[src/rtl/trn_pkg.sv]
package trn_pkg;
  typedef enum logic [3:0] {
    ST_IDLE,
    ST_LOAD,
    ST_SETTLE,
    ST_WR,
    ST_RD,
    ST_WAIT,
    ST_COMMIT,
    ST_CLOAD,
    ST_DONE
  } trn_state_e;
endpackage

[src/rtl/trn_lane_sel.sv]
module trn_lane_sel #(
  parameter int NB     = 2,
  parameter int LANE_W = 2
) (
  input  logic [LANE_W-1:0] lane,
  input  logic              narrow,
  output logic [2*NB-1:0]   nib_sel,
  output logic [8*NB-1:0]   bit_mask
);
  localparam int NNIB = 2 * NB;

  for (genvar n = 0; n < NNIB; n++) begin : g_nib
    localparam logic [LANE_W-1:0] NIDX = LANE_W'(n);
    localparam logic [LANE_W-1:0] BIDX = LANE_W'(n / 2);
    assign nib_sel[n]          = narrow ? (lane == NIDX) : (lane == BIDX);
    assign bit_mask[4*n +: 4]  = {4{nib_sel[n]}};
  end
endmodule

[src/rtl/trn_window.sv]
module trn_window #(
  parameter int TAP_W = 8
) (
  input  logic             clk,
  input  logic             rst_n,
  input  logic             clear,
  input  logic             upd,
  input  logic             pass,
  input  logic [TAP_W-1:0] tap,
  output logic             found,
  output logic [TAP_W-1:0] lo,
  output logic [TAP_W-1:0] hi,
  output logic [TAP_W-1:0] centre
);
  logic             found_d;
  logic [TAP_W-1:0] lo_d, hi_d;
  logic [TAP_W:0]   sum;

  always_comb begin
    found_d = found;
    lo_d    = lo;
    hi_d    = hi;
    if (clear) begin
      found_d = 1'b0;
    end else if (upd && pass) begin
      found_d = 1'b1;
      hi_d    = tap;
      if (!found) lo_d = tap;
    end
  end

  always_ff @(posedge clk or negedge rst_n) begin
    if (!rst_n) begin
      found <= 1'b0;
      lo    <= '0;
      hi    <= '0;
    end else begin
      found <= found_d;
      lo    <= lo_d;
      hi    <= hi_d;
    end
  end

  assign sum    = {1'b0, lo} + {1'b0, hi};
  assign centre = sum[TAP_W:1];

  p_lo_le_hi_r8: assert property (@(posedge clk) disable iff (!rst_n)
    found |-> (lo <= hi));
  p_centre_in_run_r7: assert property (@(posedge clk) disable iff (!rst_n)
    found |-> (centre >= lo && centre <= hi));
endmodule

[src/rtl/rd_window_trainer.sv]
module rd_window_trainer #(
  parameter int         NB      = 2,
  parameter int         TAP_W   = 8,
  parameter int         MIN_TAP = 0,
  parameter int         MAX_TAP = 255,
  parameter int         SETTLE  = 8,
  parameter int         DEF_TAP = 64,
  parameter logic [7:0] PATTERN = 8'h5A
) (
  input  logic                  clk,
  input  logic                  rst_n,
  input  logic                  start,
  input  logic                  narrow_mode,
  output logic                  cal_hold,
  output logic                  done,
  output logic                  tap_load,
  output logic [2*NB*TAP_W-1:0] tap_out,
  output logic                  mem_wr,
  output logic                  mem_rd,
  output logic [8*NB-1:0]       mem_wdata,
  input  logic [8*NB-1:0]       mem_rdata,
  input  logic                  mem_rvalid,
  output logic [2*NB-1:0]       lane_err
);
  import trn_pkg::*;

  localparam int               NNIB   = 2 * NB;
  localparam int               LANE_W = (NNIB > 1) ? $clog2(NNIB) : 1;
  localparam int               CNT_W  = $clog2(SETTLE + 1);
  localparam logic [TAP_W-1:0] MIN_T  = TAP_W'(MIN_TAP);
  localparam logic [TAP_W-1:0] MAX_T  = TAP_W'(MAX_TAP);
  localparam logic [TAP_W-1:0] DEF_T  = TAP_W'(DEF_TAP);
  localparam logic [CNT_W-1:0] SET_LAST = CNT_W'(SETTLE - 1);
  localparam logic [LANE_W-1:0] LAST_NIB  = LANE_W'(NNIB - 1);
  localparam logic [LANE_W-1:0] LAST_BYTE = LANE_W'(NB - 1);

  // reset: asserted asynchronously, released on a clock edge
  logic [1:0] rst_sync;
  logic       rst_q_n;
  always_ff @(posedge clk or negedge rst_n) begin
    if (!rst_n) rst_sync <= 2'b00;
    else        rst_sync <= {rst_sync[0], 1'b1};
  end
  assign rst_q_n = rst_sync[1];

  trn_state_e        state_q, state_d;
  logic [LANE_W-1:0] lane_q, lane_d;
  logic [TAP_W-1:0]  tap_q, tap_d;
  logic [CNT_W-1:0]  cnt_q, cnt_d;
  logic              mode_q, mode_d;
  logic [TAP_W-1:0]  commit_q [NNIB];
  logic [NNIB-1:0]   err_q;

  logic [NNIB-1:0]   nib_sel;
  logic [8*NB-1:0]   bit_mask;
  logic              win_found;
  logic [TAP_W-1:0]  win_lo, win_hi, win_centre;
  logic              lane_pass, win_upd, win_clr, end_sweep, last_lane;
  logic              sweeping, commit_en, run_start;

  trn_lane_sel #(.NB(NB), .LANE_W(LANE_W)) i_sel (
    .lane(lane_q), .narrow(mode_q), .nib_sel(nib_sel), .bit_mask(bit_mask)
  );

  trn_window #(.TAP_W(TAP_W)) i_win (
    .clk(clk), .rst_n(rst_q_n), .clear(win_clr), .upd(win_upd),
    .pass(lane_pass), .tap(tap_q), .found(win_found), .lo(win_lo),
    .hi(win_hi), .centre(win_centre)
  );

  assign mem_wdata = {NB{tap_q[7:0] ^ PATTERN}};
  assign lane_pass = ((mem_rdata ^ mem_wdata) & bit_mask) == '0;
  assign win_upd   = (state_q == ST_WAIT) && mem_rvalid;
  assign win_clr   = (state_q == ST_IDLE) || (state_q == ST_CLOAD);
  assign end_sweep = (tap_q == MAX_T) || (win_found && !lane_pass);
  assign last_lane = mode_q ? (lane_q == LAST_NIB) : (lane_q == LAST_BYTE);
  assign run_start = (state_q == ST_IDLE) && start;
  assign commit_en = (state_q == ST_COMMIT);
  assign sweeping  = (state_q == ST_LOAD) || (state_q == ST_SETTLE) ||
                     (state_q == ST_WR) || (state_q == ST_RD) ||
                     (state_q == ST_WAIT) || (state_q == ST_COMMIT);

  // next-state logic
  always_comb begin
    state_d = state_q;
    lane_d  = lane_q;
    tap_d   = tap_q;
    cnt_d   = cnt_q;
    mode_d  = mode_q;
    unique case (state_q)
      ST_IDLE: if (start) begin
        state_d = ST_LOAD;
        lane_d  = '0;
        tap_d   = MIN_T;
        mode_d  = narrow_mode;
      end
      ST_LOAD: begin
        cnt_d   = '0;
        state_d = ST_SETTLE;
      end
      ST_SETTLE: begin
        if (cnt_q == SET_LAST) state_d = ST_WR;
        else                   cnt_d   = cnt_q + 1'b1;
      end
      ST_WR: state_d = ST_RD;
      ST_RD: state_d = ST_WAIT;
      ST_WAIT: if (mem_rvalid) begin
        if (end_sweep) begin
          state_d = ST_COMMIT;
        end else begin
          tap_d   = tap_q + 1'b1;
          state_d = ST_LOAD;
        end
      end
      ST_COMMIT: state_d = ST_CLOAD;
      ST_CLOAD: begin
        if (last_lane) begin
          state_d = ST_DONE;
        end else begin
          lane_d  = lane_q + 1'b1;
          tap_d   = MIN_T;
          state_d = ST_LOAD;
        end
      end
      ST_DONE: state_d = ST_IDLE;
      default: state_d = ST_IDLE;
    endcase
  end

  always_ff @(posedge clk or negedge rst_q_n) begin
    if (!rst_q_n) begin
      state_q <= ST_IDLE;
      lane_q  <= '0;
      tap_q   <= '0;
      cnt_q   <= '0;
      mode_q  <= 1'b0;
    end else begin
      state_q <= state_d;
      lane_q  <= lane_d;
      tap_q   <= tap_d;
      cnt_q   <= cnt_d;
      mode_q  <= mode_d;
    end
  end

  // committed taps and error flags, one set per nibble
  for (genvar n = 0; n < NNIB; n++) begin : g_tap
    always_ff @(posedge clk or negedge rst_q_n) begin
      if (!rst_q_n) begin
        commit_q[n] <= DEF_T;
        err_q[n]    <= 1'b0;
      end else if (run_start) begin
        err_q[n]    <= 1'b0;
      end else if (commit_en && nib_sel[n]) begin
        if (win_found) commit_q[n] <= win_centre;
        else           err_q[n]    <= 1'b1;
      end
    end
    assign tap_out[TAP_W*n +: TAP_W] = (sweeping && nib_sel[n]) ? tap_q : commit_q[n];
  end

  assign lane_err = err_q;
  assign tap_load = (state_q == ST_LOAD) || (state_q == ST_CLOAD);
  assign mem_wr   = (state_q == ST_WR);
  assign mem_rd   = (state_q == ST_RD);
  assign done     = (state_q == ST_DONE);
  assign cal_hold = (state_q != ST_IDLE) && (state_q != ST_DONE);

  p_req_in_hold_r1: assert property (@(posedge clk) disable iff (!rst_q_n)
    (mem_wr || mem_rd) |-> cal_hold);
  p_tap_in_range_r2: assert property (@(posedge clk) disable iff (!rst_q_n)
    mem_wr |-> (tap_q >= MIN_T && tap_q <= MAX_T));
  p_rd_after_wr_r3: assert property (@(posedge clk) disable iff (!rst_q_n)
    mem_rd |-> $past(mem_wr));
  p_strobe_excl_r3: assert property (@(posedge clk) disable iff (!rst_q_n)
    $onehot0({mem_wr, mem_rd, tap_load, done}));
  p_lane_cover_r5: assert property (@(posedge clk) disable iff (!rst_q_n)
    cal_hold |-> ($countones(nib_sel) == (mode_q ? 1 : 2)));
  p_tap_move_r6: assert property (@(posedge clk) disable iff (!rst_q_n)
    (tap_out != $past(tap_out)) |-> tap_load);
  p_done_pulse_r10: assert property (@(posedge clk) disable iff (!rst_q_n)
    done |=> !done);
endmodule

[config.mk]
export PLATFORM = sky130hd
export DESIGN_NAME = rd_window_trainer
export DESIGN_NICKNAME = d
export VERILOG_FILES = /design/src/rtl/trn_pkg.sv /design/src/rtl/trn_lane_sel.sv /design/src/rtl/trn_window.sv /design/src/rtl/rd_window_trainer.sv
export SDC_FILE = /design/constraint.sdc
export NUM_CORES = 1
export LEC_CHECK = 0
export ABC_AREA = 1
export BUFFER_PORTS_ARGS = -buffer_cell sky130_fd_sc_hd__buf_2
export CORE_MARGIN = 10
export CORE_UTILIZATION = 34
export DETAILED_ROUTE_END_ITERATION = 10
export SLEW_MARGIN = 30
export SYNTH_ARGS = -nofsm -noshare
export SYNTH_HDL_FRONTEND = slang
export SYNTH_SLANG_ARGS = --single-unit
[constraint.sdc]
create_clock -name clk -period 2.8 [get_ports clk]
set_clock_uncertainty 0.1 [all_clocks]
set_input_delay 0.28 -clock clk [delete_from_list [all_inputs] [get_ports clk]]
set_output_delay 0.28 -clock clk [all_outputs]
set_load 0.02 [all_outputs]
# Word-level counts from Yosys, hierarchy flattened
# Index checks and enable logic that the tools add are counted.
# word_totals
reg_bits	74
inputBits	21
# classes
addsub	4
eq_ne	21
n_mux	34
bitwise	6
n_reduce_logical	49
# op_table
op	n
two-way mux 8 bit	8
one-hot mux 4 bit (8 select lines)	1
one-hot mux 8 bit (3 select lines)	1
AND reduction 3 bit	7
== test 4 x 3 -> 1 bit, second input constant	5
two-way mux 4 bit	5
AND 16 bit	1
logical NOT 16 bit	1
XOR 16 bit	1
two-way mux 1 bit	14
AND reduction 2 bit	7
nonzero test 2 bit	7
logical AND 1 bit	13
!= test 2 bit, second input constant	6
adder 8 x 8 -> 9 bit	1
adder 8 x 1 -> 8 bit, second input constant	1
== test 4 x 2 -> 1 bit, second input constant	2
== test 8 bit, second input constant	1
logical OR 1 bit	8
one-hot mux 4 bit (2 select lines)	1
AND reduction 5 bit	1
adder 4 x 1 -> 4 bit, second input constant	1
== test 2 bit, second input constant	2
== test 4 x 1 -> 1 bit, second input constant	1
15 further kinds	18

# Logic depth before layout (Yosys ltp)
# Gate-level depths: netlist of the first run.
# depth
word_depth	10
ltp_mapped	16
ltp_nobuf	14

# Cells and area by module
# A second synthesis of the first run with hierarchy kept.
# unflattened
cells_unflattened	568
area_unflattened_um2	4610.7
# modules_own_cells
module	instances	cells_each	area_per_inst_um2	seq_area_each_um2
rd_window_trainer	1	414	3369.5	1431.4
trn_window	1	126	1068.5	425.4
trn_lane_sel	1	28	172.7	0.0

# Least setup slack after synthesis of the first run
# No wires, ideal clock.
# synth_path
kind	register -> output
from	register lane_q[0]
to	output tap_out[10]
t_arrival_ns	1.651
t_required_ns	2.420
setup_slack_ns	0.769
stages_incl_launch_ff	8
n_path_buf	1
cell_sequence	dfrtp_1 -> inv_1 -> ha_1 -> nand2_1 -> nand2_1 -> nand2_1 -> clkbuf_1 -> o21ai_0
# synth_between
elab_chain_len	4
# synth_lines
element	line_no	source
start: declaration	rd_window_trainer.sv:47	logic [LANE_W-1:0] lane_q, lane_d;
start signal: assignment	rd_window_trainer.sv:139	lane_q <= lane_d;
== test 2 x 1 -> 1 bit or logical NOT 2 bit (tied branches)	trn_lane_sel.sv:15	assign nib_sel[n] = narrow ? (lane == NIDX) : (lane == BIDX);
two-way mux 1 bit *	trn_lane_sel.sv:15	
logical AND 1 bit *	rd_window_trainer.sv:159	assign tap_out[TAP_W*n +: TAP_W] = (sweeping && nib_sel[n]) ? tap_q : commit_q[n];
two-way mux 8 bit *	rd_window_trainer.sv:159	
end: declaration	rd_window_trainer.sv:17	output logic [2*NB*TAP_W-1:0] tap_out,
# Every way passes the cells marked *; elsewhere a longest branch is shown, timed or not.

# Worst setup path in the final report of the first run
# layout_path
from	register state_q[3]
to	output tap_out[5]
# layout_between
elab_chain_len	8
# layout_lines
element	line_no	source
start: declaration	rd_window_trainer.sv:46	trn_state_e state_q, state_d;
start signal: assignment	rd_window_trainer.sv:138	state_q <= state_d;
== test 4 x 1 -> 1 bit or == test 4 x 2 -> 1 bit (tied branches)	rd_window_trainer.sv:79	assign sweeping = (state_q == ST_LOAD) || (state_q == ST_SETTLE) ||
logical OR 1 bit (2 in a row)	rd_window_trainer.sv:79	
logical OR 1 bit (2 in a row)	rd_window_trainer.sv:80	(state_q == ST_WR) || (state_q == ST_RD) ||
logical OR 1 bit *	rd_window_trainer.sv:81	(state_q == ST_WAIT) || (state_q == ST_COMMIT);
logical AND 1 bit *	rd_window_trainer.sv:159	
two-way mux 8 bit *	rd_window_trainer.sv:159	
# Marked as above.

==> results.sh, run 1 <==
export IMPL_die_y_um=133
export IMPL_grt_pass1_vias=3837
export IMPL_p_sw_mw=1.39
export IMPL_antenna_left=0
export IMPL_synth_simple_area_share_pct=28.1
export IMPL_cts_tree="built"
export IMPL_core_area_um2=12600
export IMPL_syn_area_per_cell_um2=7.31
export IMPL_hpwl_mm=9.20
export IMPL_internal_power_mw=2.15
export IMPL_end_kind="output port"
export IMPL_relSlewSlack_pct=53.1
export IMPL_synth_distinct_cells=34
export IMPL_crit_family="compound AO/OA/AOI/OAI gates"
export IMPL_grt_use_met2_pct=24.1
export IMPL_die_x_um=133
export IMPL_synth_xor_xnor_area_share_pct=1.42
export IMPL_ioPinCount=78
export IMPL_synthCells=592
export IMPL_rrSetupSlack_ns=0.45
export IMPL_muxShareOfSynthArea_pct=0
export IMPL_grt_pass1_wl_mm=19.7
export IMPL_ys_top_cells_by_area="dfrtp_1, nand2_1, o21ai_0"
export IMPL_clkLatencyLatePin_ns=0.34
export IMPL_clkPwrFrac_pct=30.8
export IMPL_ctsHtreeMaxLevel=3
export IMPL_crit_reg2reg_launch="tap_q[0]"
export IMPL_reg2regPathDepth=14
export IMPL_power_leakage_nw=2.67
export IMPL_cts_buffers=9
export IMPL_grtUsageMet3_pct=3.79
export IMPL_seq_area_um2=1860
export IMPL_power_frac_seq_pct=36.0
export IMPL_synth_fp_nets=628
export IMPL_holdCritPathClass="in2reg"
export IMPL_antenna_cells=0
export IMPL_hold_path_startpoint="start"
export IMPL_netlist_area_um2=4330
export IMPL_switching_share_pct=39.4
export IMPL_grt_antenna_before_repair=0
export IMPL_ys_ff_latch=74
export IMPL_startpoint_type="register"
export IMPL_portBuffers=77
export IMPL_status="complete, no violations"
export IMPL_path_buf_inv=2
export IMPL_peakVddDrop_v=0.000456
export IMPL_wl_per_cell_um=14.6
export IMPL_cpPeakStageDelay_ns=0.40
export IMPL_path_max_fanout=16
export IMPL_finalMaxSlewViolations=0
export IMPL_cts_max_path_buffers=2
export IMPL_layout_drive_gt1_share_pct=21.1
export IMPL_vias=3874
export IMPL_worstPathCellList="nor2_1, inv_1, o21ai_1, nand2_1, o21ai_0, buf_2"
export IMPL_synth_top_family_by_area="simple AND/OR/NAND/NOR gates"
export IMPL_setup_ws_ns=0.167
export IMPL_synth_edf_count=0
export IMPL_synth_fa_ha_area_share_pct=4.51
export IMPL_worstPathRequired_ns=2.42
export IMPL_grt_overflow=0
export IMPL_min_to="lane_err[1]"
export IMPL_gp_congestion=0.840
export IMPL_post_synth_top_area_cell="dfrtp_1"
export IMPL_synth_common_cells="nand2_1, dfrtp_1, o21ai_0"
export IMPL_die_area_um2=17700
export IMPL_slowest_stage="dfrtp_1"
export IMPL_path_class="reg2out"
export IMPL_grt_use_total_pct=13.8
export IMPL_clk_pin_slew_worst_paths_ns=0.05
export IMPL_worst_pin_slew_ns=0.697
export IMPL_vias_per_cell=4.65
export IMPL_hold_viol=0
export IMPL_rows=41
export IMPL_postPlaceCellArea_um2=4800
export IMPL_multi_input_area_um2=2050
export IMPL_max_cap_violations=0
export IMPL_clock_sinks=74
export IMPL_num_fill_cells=1341
export IMPL_root_buffer="clkbuf_16"
export IMPL_synth_compound_area_share_pct=13.2
export IMPL_async_flop_share_pct=100
export IMPL_syn_to_final_growth_pct=17.6
export IMPL_drt_iter0_markers=286
export IMPL_fin_nets=693
export IMPL_pre_cts_ws_ns=0.423
export IMPL_arrival_ns=2.25
export IMPL_initial_utilization_pct=34.5
export IMPL_setup_viol=0
export IMPL_totalWireLength_mm=12.2
export IMPL_synth_top_area_share_pct=40.5
export IMPL_p_comb_share_pct=33.2
export IMPL_r2r_end="tap_q[7]"
export IMPL_p_per_area_nw_per_um2=696
export IMPL_grt_max_degree=73
export IMPL_hold_path_depth=2
export IMPL_min_period_ns=2.63
export IMPL_drc_errors=0
export IMPL_synth_most_common_cell="nand2_1"
export IMPL_grtUsageMet1_pct=16.7
export IMPL_ys_warn_count=0
export IMPL_final_area_um2=5090
export IMPL_finalCritPeriodShare_pct=94.0
export IMPL_ys_seq_area_share_pct=42.9
export IMPL_gr_max_usage_layer="met2"
export IMPL_synthFlopType="dfrtp_1"
export IMPL_fmax_mhz=380
export IMPL_rsz0062_at_grt="yes"
export IMPL_first_pass_iters=4
==> sequential cells by signal, indices dropped and copies added, names as in the netlist <==
register,count
lane_err,4
lane_q,2
tap_q,8
rst_sync,2
i_win.found,1
i_win.lo,8
cnt_q,4
i_win.hi,8
mode_q,1
state_q,4
commit_q,32
==> metal layers <==
layer | part of all wire [%] | wire length [um]
met4 | 0.65 | 79
met2 | 50 | 6070
met1 | 43 | 5250
met3 | 6.2 | 759
met5 | 0 | 0
==> through the flow <==
step	hold slack [ns]	power, mW	instances	TNS [ns]	util (%)
floorplan	-0.116	2.18	592	0	-
global placement	-0.0346	2.44	817	0	38.2
detailed placement	-0.0319	2.47	817	0	38.2
CTS	0.0528	3.57	834	0	40.5
global route	0.0711	3.79	834	-0.0169	40.5
finish	0.0579	3.54	834	0	40.5
==> power groups by stage <==
stage / Clock [mW] / Combinational (mW) / Sequential, mW
global route: 1.16 / 1.34 / 1.29
finish: 1.09 / 1.18 / 1.27
global placement: 0 / 1.16 / 1.29
floorplan: 0 / 0.881 / 1.30
CTS: 1.11 / 1.19 / 1.28
detailed placement: 0 / 1.18 / 1.29
==> layout by cell type, fill, tap and decap left out, drive strengths merged <==
cell         count
fa               1
or2              1
a2bb2oi          1
ha              14
clkinv           1
buf             81
nand3           17
xor2             6
o211ai           1
dfrtp           70
nor4             2
a21oi            9
nand4            1
dlygate4sd3      1
nand3b           2
clkbuf          13
nor3             6
conb             1
a31oi            1
clkinvlp         2
nand2          233
xnor2            1
dfstp            4
o21bai           1
o21ai           87
nor2            39
inv             66
==> area by class of cell <==
type                       count  share of cell area (%)
tap                          172                    4.23
clock buffer                  13                    5.11
multi-input combinational    424                    40.2
sequential                    74                    36.5
timing repair buffer          82                    8.60
clock inverter                 3                   0.467
inverter                      66                    4.86
==> timing repair <==
item,4_1_cts,5_1_grt
setup buffers,0,0
hold buffers,1,0
hold endpoints to repair,2,0
setup endpoints to repair,0,4
resized for setup,0,1
==> worst max path at each step <==
stage          slack, ns  depth (start not counted)          end   startpoint
2_1_floorplan       0.49                          0     cnt_q[0]  rst_sync[1]
3_3_place_gp        0.44                         12  i_win.lo[0]     tap_q[0]
3_5_place_dp        0.42                         14     tap_q[6]     tap_q[0]
4_1_cts             0.12                          6  tap_out[21]   state_q[3]
5_1_grt            -0.02                          6   tap_out[5]   state_q[3]
6_report            0.17                          6   tap_out[5]   state_q[3]
==> cells by family after synthesis <==
logic type | after synthesis
and+or+nand+nor | 301
AOI/OAI and AO/OA | 100
buffers and inverters | 94
DFF | 74
adders and majority gates | 15
xor gates and xnor gates | 7
other | 1
No activity file was read; power rests on OpenSTA's default activity.
==> inputs of run 2 (changes only) <==
clock period = 3 ns   (was 2.8 ns; I/O delays follow)
==> run 2 against run 1 <==
Compared with the run above: power is 5.6% lower; setup slack better by 0.090 ns; global-route usage is 0.18 points higher; clock power hardly changed; die area stayed put; count of clock-buffer cells in the layout is 2 lower; critical path depth stayed put; sequential power is 6% lower; first-iteration DRC count is 10% lower; largest power group unchanged; highest routed layer unchanged.
==> results.sh, run 2 (synthesized netlist as in run 1, its figures left out) <==
export IMPL_min_period_ns=2.74
export IMPL_clk_pin_slew_worst_paths_ns=0.05
export IMPL_clkPwrFrac_pct=31.5
export IMPL_path_class="reg2out"
export IMPL_fin_setup_tns_ns=0
export IMPL_grt_use_total_pct=14.0
export IMPL_antenna_left=0
export IMPL_internal_power_mw=2.04
export IMPL_hold_path_startpoint="start"
export IMPL_rows=41
export IMPL_slowest_stage="nand2_1"
export IMPL_crit_reg2reg_launch="tap_q[0]"
export IMPL_grt_pass1_wl_mm=20.0
export IMPL_post_cts_setup_buffers=0
export IMPL_gp_congestion=0.842
export IMPL_worstPathRequired_ns=2.60
export IMPL_vias_per_cell=4.69
export IMPL_die_area_um2=17700
export IMPL_syn_to_final_growth_pct=17.3
export IMPL_finalMaxSlewViolations=0
export IMPL_wl_per_cell_um=14.8
export IMPL_num_fill_cells=1357
export IMPL_top_register="commit_q"
export IMPL_layout_drive_gt1_share_pct=20.9
export IMPL_hold_viol=0
export IMPL_cp_startpoint="state_q[3]"
export IMPL_cts_max_path_buffers=2
export IMPL_totalWireLength_mm=12.3
export IMPL_p_sw_mw=1.31
export IMPL_final_common_cell="nand2_1"
export IMPL_grt_antenna_before_repair=0
export IMPL_power_leakage_nw=2.67
export IMPL_hold_ws_ns=0.0847
export IMPL_max_cap_violations=0
export IMPL_antenna_cells=0
export IMPL_root_buffer="clkbuf_16"
export IMPL_ctsHtreeMaxLevel=3
export IMPL_relSlewSlack_pct=52.8
export IMPL_die_x_um=133
export IMPL_p_per_area_nw_per_um2=659
export IMPL_most_common_layout_cells="nand2_1, buf_2, dfrtp_1, o21ai_0, inv_1"
export IMPL_grt_max_degree=73
export IMPL_portBuffers=77
export IMPL_initial_utilization_pct=34.5
export IMPL_status="complete, no violations"
export IMPL_clock_sinks=74
export IMPL_cts_buffers=9
export IMPL_worst_pin_slew_ns=0.701
export IMPL_switching_share_pct=39.1
export IMPL_cts_resized_gates=0
export IMPL_hpwl_mm=9.37
export IMPL_cpPeakStageDelay_ns=0.43
export IMPL_fmax_mhz=365
export IMPL_grt_pass1_vias=3850
export IMPL_ioPinCount=78
export IMPL_fin_nets=692
export IMPL_startpoint_type="register"
export IMPL_cts_tree="built"
export IMPL_rsz0062_at_grt="no"
export IMPL_setup_viol=0
export IMPL_worstPathCellList="nor2_1, inv_1, o21ai_1, nand2_1, o21ai_0, buf_2"
export IMPL_path_max_fanout=16
export IMPL_end_kind="output port"
export IMPL_crit_family="compound AO/OA/AOI/OAI gates"
export IMPL_vias=3907
export IMPL_grt_overflow=0
export IMPL_arrival_ns=2.34
export IMPL_finalCritPeriodShare_pct=91.4
export IMPL_largest_reg_flops=32
export IMPL_path_buf_inv=2
export IMPL_clkLatencyLatePin_ns=0.33
export IMPL_drt_iter0_markers=257
export IMPL_core_area_um2=12600
export IMPL_peakVddDrop_v=0.000517
export IMPL_first_pass_iters=4
export IMPL_p_comb_share_pct=32.8
export IMPL_die_y_um=133
export IMPL_power_total_mw=3.35
export IMPL_power_frac_seq_pct=35.6
export IMPL_holdCritPathClass="in2reg"
export IMPL_drc_errors=0
-- run 2: through the flow --
step | cell area, um2 | utilization, % | std cells | setup WS (ns)
final | 5080 | 40.4 | 833 | 0.257
after global routing | 5080 | 40.4 | 833 | 0.0520
after CTS | 5070 | 40.4 | 833 | 0.246
after detailed placement | 4780 | 38.0 | 816 | 0.607
after global placement | 4780 | 38.0 | 816 | 0.631
after floorplan | 4330 | - | 592 | 0.694
-- run 2: repair_timing --
item                                   CTS  global route
setup endpoints to repair                0             0
hold buffers                             1             0
endpoints found under the hold margin    2             0
-- run 2: power groups by stage --
stage	sequential [mW]	combinational, mW	clock (mW)
after floorplan	1.21	0.822	0
after global placement	1.20	1.08	0
after detailed placement	1.21	1.10	0
after CTS	1.19	1.11	1.08
after global routing	1.21	1.25	1.12
final	1.19	1.10	1.06
-- run 2: final cells by class --
cell class              count  area (um2)  area share (%)
clock buffers              11         233            4.58
clock inverters             5        56.3            1.11
inverters                  66         248            4.88
multi-input cells         424        2050            40.3
flip-flops and latches     74        1860            36.6
well taps                 172         215            4.24
repair buffers             81         422            8.30
-- run 2: path summary, 6_finish.rpt --
check | endpoint | slack, ns | cells past startpoint
setup / recovery | tap_out[19] | 0.26 | 6
hold / removal | lane_err[1] | 0.08 | 2
setup reg to reg | tap_q[6] | 0.64 | 14
hold reg to reg | rst_sync[1] | 0.25 | 0
max in group asynchronous | commit_q[16] | 2.08 | 1
min in group asynchronous | rst_sync[0] | 0.18 | 2
-- run 2: worst register-to-register path: cells and delay by family (launching register included) --
family	cells	cell delay, ns
buffers and inverters	1	0.39
AO/OA/AOI/OAI	1	0.06
flip-flops	1	0.47
AND/OR/NAND/NOR	12	1.23
-- run 2: layer usage --
layer  part of all wire, %  track usage, %  vias up  routed length, um
li1                      -               -     1979                  -
met1                    43            16.8     1825               5330
met2                    50            24.3       87               6110
met3                   5.3            3.52       16                650
met4                   1.7            3.85        0                213
met5                     0               0        -                  0
